**src/rtl/i2stx_pkg.sv**
```systemverilog
package i2stx_pkg;
  localparam int POS_W = 6;

  typedef struct packed {
    logic             shift;
    logic             load;
    logic [POS_W-1:0] pos;
  } txStrobe_t;
endpackage

```
**src/rtl/i2stx_ctrl.sv**
```systemverilog
module i2stx_ctrl
  import i2stx_pkg::*;
(
  input  logic             clk,
  input  logic             rstN,
  input  logic             chReset,
  input  logic             masterMode,
  input  logic             monoMode,
  input  logic             stopEn,
  input  logic [POS_W-1:0] halfM1,
  input  logic             bitStrobe,
  input  logic             sckIn,
  input  logic             wsIn,
  output txStrobe_t        ctl,
  output logic             sckOut,
  output logic             wsOut
);
  logic             sckReg;
  logic             sckPrev;
  logic             wsCur;
  logic [POS_W-1:0] pos;
  logic             tick;
  logic             newHalf;
  logic             nextWs;

  assign tick    = !stopEn && (masterMode ? (bitStrobe && sckReg) : (sckPrev && !sckIn));
  assign newHalf = masterMode ? (pos >= halfM1) : (wsIn != wsCur);
  assign nextWs  = masterMode ? ~wsCur : wsIn;

  always_ff @(posedge clk) begin
    if (!rstN || chReset) begin
      sckReg  <= 1'b0;
      sckPrev <= 1'b0;
      wsCur   <= 1'b1;
      pos     <= '1;
    end else begin
      sckPrev <= sckIn;
      if (!masterMode)
        sckReg <= 1'b0;
      else if (bitStrobe && !stopEn)
        sckReg <= ~sckReg;
      if (tick) begin
        if (newHalf) begin
          wsCur <= nextWs;
          pos   <= '0;
        end else if (pos != '1) begin
          pos <= pos + 1'b1;
        end
      end
    end
  end

  assign ctl.shift = tick;
  assign ctl.load  = tick && newHalf && (!monoMode || !nextWs);
  assign ctl.pos   = pos;
  assign sckOut    = masterMode && sckReg;
  assign wsOut     = masterMode && wsCur;

  p_stop_freeze_r8: assert property (@(posedge clk) disable iff (!rstN)
    (stopEn && !chReset) |=> ($stable(wsCur) && $stable(pos)));
  p_ws_only_on_tick_r2: assert property (@(posedge clk) disable iff (!rstN)
    (!ctl.shift && !chReset) |=> $stable(wsCur));
  p_slave_follow_r6: assert property (@(posedge clk) disable iff (!rstN)
    (ctl.shift && !masterMode && !chReset) |=> (wsCur == $past(wsIn)));
endmodule

```
**src/rtl/i2stx_datapath.sv**
```systemverilog
module i2stx_datapath
  import i2stx_pkg::*;
#(
  parameter int DEPTH  = 8,
  parameter int DATA_W = 32,
  localparam int AW = $clog2(DEPTH),
  localparam int LW = $clog2(DEPTH + 1),
  localparam int IW = $clog2(DATA_W)
) (
  input  logic              clk,
  input  logic              rstN,
  input  logic              chReset,
  input  logic              muteEn,
  input  logic [1:0]        wordSize,
  input  txStrobe_t         ctl,
  input  logic              wrEn,
  input  logic [DATA_W-1:0] wrData,
  input  logic [LW-1:0]     levelThresh,
  input  logic              irqEn,
  input  logic              dmaEn,
  output logic              sdOut,
  output logic [LW-1:0]     fifoLevel,
  output logic              fifoFull,
  output logic              underflow,
  output logic              irqReq,
  output logic              dmaReq
);
  logic [DATA_W-1:0] mem [DEPTH];
  logic [AW-1:0]     wrPtr, rdPtr;
  logic [LW-1:0]     count;
  logic [DATA_W-1:0] curWord;
  logic              empty, push, pop;
  logic [POS_W:0]    wordBits, posExt, idx;
  logic              bitVal;

  assign empty = (count == '0);
  assign push  = wrEn && !fifoFull;
  assign pop   = ctl.load && !empty;

  always_comb begin
    case (wordSize)
      2'd0:    wordBits = (POS_W+1)'(8);
      2'd1:    wordBits = (POS_W+1)'(16);
      default: wordBits = (POS_W+1)'(32);
    endcase
    posExt = {1'b0, ctl.pos};
    idx    = wordBits - (POS_W+1)'(1) - posExt;
    bitVal = (posExt < wordBits) ? curWord[idx[IW-1:0]] : 1'b0;
  end

  always_ff @(posedge clk) begin
    if (push) mem[wrPtr] <= wrData;
  end

  always_ff @(posedge clk) begin
    if (!rstN || chReset) begin
      wrPtr     <= '0;
      rdPtr     <= '0;
      count     <= '0;
      curWord   <= '0;
      sdOut     <= 1'b0;
      underflow <= 1'b0;
    end else begin
      if (push) wrPtr <= (wrPtr == AW'(DEPTH-1)) ? '0 : wrPtr + 1'b1;
      if (pop)  rdPtr <= (rdPtr == AW'(DEPTH-1)) ? '0 : rdPtr + 1'b1;
      count <= count + LW'(push) - LW'(pop);
      if (ctl.shift) sdOut <= muteEn ? 1'b0 : bitVal;
      if (ctl.load) begin
        curWord <= empty ? '0 : mem[rdPtr];
        if (empty) underflow <= 1'b1;
      end
    end
  end

  assign fifoLevel = count;
  assign fifoFull  = (count == LW'(DEPTH));
  assign irqReq    = irqEn && (count <= levelThresh);
  assign dmaReq    = dmaEn && (count <= levelThresh);

  p_no_overflow_r1: assert property (@(posedge clk) disable iff (!rstN)
    count <= LW'(DEPTH));
  p_full_drop_r1: assert property (@(posedge clk) disable iff (!rstN)
    (fifoFull && wrEn && !ctl.load && !chReset) |=> (count == $past(count)));
  p_mute_zero_r7: assert property (@(posedge clk) disable iff (!rstN)
    (muteEn && ctl.shift && !chReset) |=> !sdOut);
  p_underflow_sticky_r10: assert property (@(posedge clk) disable iff (!rstN)
    (underflow && !chReset) |=> underflow);
  p_underflow_zero_r10: assert property (@(posedge clk) disable iff (!rstN)
    (ctl.load && empty && !chReset) |=> (curWord == '0 && underflow));
  p_reset_empty_r9: assert property (@(posedge clk) disable iff (!rstN)
    chReset |=> (count == '0 && !underflow && !sdOut));
endmodule

```
**src/rtl/i2s_tx_channel.sv**
```systemverilog
module i2s_tx_channel
  import i2stx_pkg::*;
#(
  parameter int DEPTH  = 8,
  parameter int DATA_W = 32,
  localparam int LW = $clog2(DEPTH + 1)
) (
  input  logic              clk,
  input  logic              rstN,
  input  logic              chReset,
  input  logic              masterMode,
  input  logic              monoMode,
  input  logic              stopEn,
  input  logic              muteEn,
  input  logic [1:0]        wordSize,
  input  logic [POS_W-1:0]  halfM1,
  input  logic              bitStrobe,
  input  logic              sckIn,
  input  logic              wsIn,
  input  logic              wrEn,
  input  logic [DATA_W-1:0] wrData,
  input  logic [LW-1:0]     levelThresh,
  input  logic              irqEn,
  input  logic              dmaEn,
  output logic              sckOut,
  output logic              wsOut,
  output logic              sdOut,
  output logic [LW-1:0]     fifoLevel,
  output logic              fifoFull,
  output logic              underflow,
  output logic              irqReq,
  output logic              dmaReq
);
  txStrobe_t ctl;

  i2stx_ctrl uCtrl (
    .clk(clk), .rstN(rstN), .chReset(chReset), .masterMode(masterMode),
    .monoMode(monoMode), .stopEn(stopEn), .halfM1(halfM1), .bitStrobe(bitStrobe),
    .sckIn(sckIn), .wsIn(wsIn), .ctl(ctl), .sckOut(sckOut), .wsOut(wsOut)
  );

  i2stx_datapath #(.DEPTH(DEPTH), .DATA_W(DATA_W)) uData (
    .clk(clk), .rstN(rstN), .chReset(chReset), .muteEn(muteEn),
    .wordSize(wordSize), .ctl(ctl), .wrEn(wrEn), .wrData(wrData),
    .levelThresh(levelThresh), .irqEn(irqEn), .dmaEn(dmaEn), .sdOut(sdOut),
    .fifoLevel(fifoLevel), .fifoFull(fifoFull), .underflow(underflow),
    .irqReq(irqReq), .dmaReq(dmaReq)
  );
endmodule

```
**config.mk**
```make
export PLATFORM = sky130hd
export DESIGN_NAME = i2s_tx_channel
export DESIGN_NICKNAME = d
export VERILOG_FILES = /design/src/rtl/i2stx_pkg.sv /design/src/rtl/i2stx_ctrl.sv /design/src/rtl/i2stx_datapath.sv /design/src/rtl/i2s_tx_channel.sv
export SDC_FILE = /design/constraint.sdc
export NUM_CORES = 1
export LEC_CHECK = 0
export CORE_MARGIN = 8
export CORE_UTILIZATION = 61
export CTS_CLUSTER_DIAMETER = 40
export CTS_CLUSTER_SIZE = 10
export DETAILED_ROUTE_END_ITERATION = 8
export DONT_BUFFER_PORTS = 1
export PLACE_DENSITY = 0.77
export SLEW_MARGIN = 20
export SYNTH_ARGS = -nofsm -noshare
export SYNTH_HDL_FRONTEND = slang
export SYNTH_SLANG_ARGS = --single-unit
```
**constraint.sdc**
```tcl
create_clock -name clk -period 5.7 [get_ports clk]
set_input_delay 0.57 -clock clk [delete_from_list [all_inputs] [get_ports clk]]
set_output_delay 0.57 -clock clk [all_outputs]
set_load 0.1 [all_outputs]
```
==> results.py <==
metrics = {
    "sta": {
        "setup_tns_ps": 0,
        "period_needed_ps": 3870,
        "max_freq_ghz": 0.258,
        "rsz0062_at_grt": "no",
        "final_hold_viol_count": 0,
        "drv_slew": 0,
        "timing.final.crit_share": 0.680,
        "max_slew.worst_pin.slew_ps": 1010,
        "slew_headroom": 0.326,
        "fin_skew_ps": 18.3,
        "finalSetupViolCount": 0,
    },
    "floorplanning": {
        "die_area_sq_um": 25300,
        "boundaryPins": 68,
        "rows": 52,
        "core_sq_um": 20200,
        "die_w_microns": 159,
        "die_h_microns": 159,
        "initial_utilization": 0.620,
    },
    "detailed_routing": {
        "wl_mm": 23.8,
        "viasPerCell": 6.23,
        "drc_errors": 0,
        "wl_met3_mm": 1.61,
        "routed-via-count": 6391,
        "topRoutingLayerUsed": "met4",
        "wl_per_cell_microns": 23.2,
        "dr_wl_met2_mm": 11.8,
        "wl_met1_mm": 9.96,
        "dr.pass1.iters": 4,
        "drt_iter0_markers": 483,
        "ant_nets": 0,
    },
    "run_status": {
        "status": "complete, no violations",
    },
    "cts": {
        "cts_setup_buffers": 0,
        "cts-buffers-inserted": 41,
        "htreeDepth": 2,
        "clkSinkCount": 312,
        "clk_latency_ps": 520,
        "ctsHoldBuffers": 0,
        "cts_tree": "done",
        "cts_root_buf": "clkbuf_16",
        "path_clk_slew_ps": 50,
        "ctsResizeCount": 0,
        "cts_buffer_depth": 3,
    },
    "setup_path": {
        "reg2reg_slack_ps": 1830,
        "end_kind": "flop",
        "arrival_ps": 4250,
        "timing.rr.end": "uData.fifoLevel[2]",
        "crit_required_ps": 6080,
        "crit_type": "flop to flop",
        "crit_fanout": 72,
        "critPathLaunchType": "flop",
        "startpoint": "uCtrl.pos[0]",
        "worstRegToRegCells": 15,
        "regToRegStartpoint": "uCtrl.pos[0]",
    },
    "worst_hold_path": {
        "worstHoldPathCells": 0,
        "min_to": "uData.mem[5][25]",
        "min_from": "wrData[25]",
        "hold_path.class": "input pin to flop",
    },
    "pwr": {
        "leakage_nw": 4.60,
        "ir_worst_vdd_uv": 420,
        "p_per_area_nw_per_um2": 351,
    },
    "logic_synthesis": {
        "syn-mean-instance-area_sq_um": 17.6,
        "synthFlopType": "edfxtp_1",
        "synth_edf_count": 256,
        "yosysTopAreaCell": "edfxtp_1",
        "async_flop_share": 0,
        "yosysSeqAreaShare": 0.704,
        "syn_inst": 710,
        "yosysUniqueCellTypes": 47,
        "synth.top_cell.area_share": 0.615,
        "synth.area.top_cells": "edfxtp_1 (61%), mux4_2 (12%), dfxtp_1 (9.0%)",
        "ys_ff_latch": 312,
        "synth_most_common_cell": "edfxtp_1",
        "syn_area_sq_um": 12500,
        "synthTopCellsByCount": "edfxtp_1 (256), mux4_2 (66), dfxtp_1 (56)",
        "ys_warn_count": 0,
        "synth_fp_nets": 792,
    },
    "global_route": {
        "grt_max_degree": 73,
        "first_global_vias": 6667,
        "grt_pass1_wl_mm": 37.8,
        "grt_usage": 0.190,
        "antenna_found_initial": 0,
        "overflow": 0,
    },
    "finish": {
        "area_growth_pct": 13.4,
        "n_fill_cell": 1217,
        "diodes": 0,
        "drive_above_1_share": 0.202,
        "final_net_count": 811,
        "utilization": 0.703,
    },
    "place": {
        "port_buffers": 0,
        "place_congestion": 0.798,
        "dp_hpwl_mm": 13.2,
    },
    "job": {
        "max_cap_violations": 0,
    },
}
## sequential cells by signal (all words and copies together) (netlist names), named ones only
signal           flops
uCtrl.sckPrev        1
uData.fifoLevel      4
uCtrl.sckReg         1
uCtrl.pos            6
uCtrl.wsCur          1
uData.mem          256
uData.wrPtr          3
uData.underflow      1
uData.rdPtr          3
uData.curWord       32
uData.sdOut          1
## worst max-delay path by stage
stage                                    end  cells after the start
after global routing      uData.fifoLevel[2]                     15
after CTS                 uData.fifoLevel[2]                     15
after floorplan              uData.mem[1][0]                      8
after detailed placement    uData.mem[3][10]                      8
final                     uData.fifoLevel[2]                     15
after global placement      uData.mem[3][10]                      8
## metrics by stage
stage	hold WS, ps	instances	setup slack, ps	area (sq um)	power [mW]
after global placement	454	953	2020	12800	2.66
after floorplan	438	710	476	12500	2.64
after detailed placement	462	953	1890	12800	2.67
after CTS	125	1023	1870	14100	5.02
final	144	1026	1830	14200	4.97
after global routing	122	1026	1520	14200	5.12
## cell type report
| cell class | instances | area [sq um] | area share |
|---|---|---|---|
| Clock inverter | 12 | 120 | 0.00847 |
| Clock buffer | 58 | 1140 | 0.0805 |
| Tap cell | 270 | 338 | 0.0238 |
| Sequential cell | 312 | 8820 | 0.622 |
| Timing Repair Buffer | 16 | 173 | 0.0122 |
| Multi-Input combinational cell | 338 | 3520 | 0.248 |
| Inverter | 20 | 75.1 | 0.00529 |
## critical path, cell delays in order, from the launching register on
cell	delay [ps]
dfxtp_1	790
inv_1	250
ha_1	330
nand2b_1	130
a21oi_1	150
o21ai_0	170
nand3_2	120
buf_4	540
nor2_1	90
ha_1	290
inv_1	60
ha_1	150
inv_1	60
fa_1	370
xor2_1	140
nor2_1	50
## layout by cell type (no fill, tap or decap), drive strengths merged, types with 13 or more instances in the layout
cell type / n
buf: 16
clkbuf: 58
dfxtp: 56
edfxtp: 256
ha: 24
inv: 20
mux2i: 44
mux4: 66
nand2: 14
nand3: 42
nor2: 20
o21ai: 13
o31ai: 33
## where the power goes
part	internal [mW]	switching [mW]	leakage [nW]	total, mW
Clock	1.48	0.872	0.613	2.35
Combinational	0.0390	0.0812	1.21	0.120
Sequential	2.50	0.00880	2.78	2.50
## per-layer routing
layer | GRT usage | vias up
li1 | - | 2875
met1 | 0.243 | 3283
met2 | 0.314 | 205
met3 | 0.0486 | 28
met4 | 0.0609 | 0
met5 | 0 | -
## kinds of logic after synthesis
kind of cell,after synthesis,share of synthesized area
flip-flops,312,0.704
AND/OR/NAND/NOR,120,0.0496
multiplexers,111,0.155
AO/OA/AOI/OAI,74,0.0404
buffers and inverters,60,0.0195
adder cells (fa/ha/maj),25,0.0256
XOR/XNOR,8,0.00560
(Power assumes the default switching activity.)
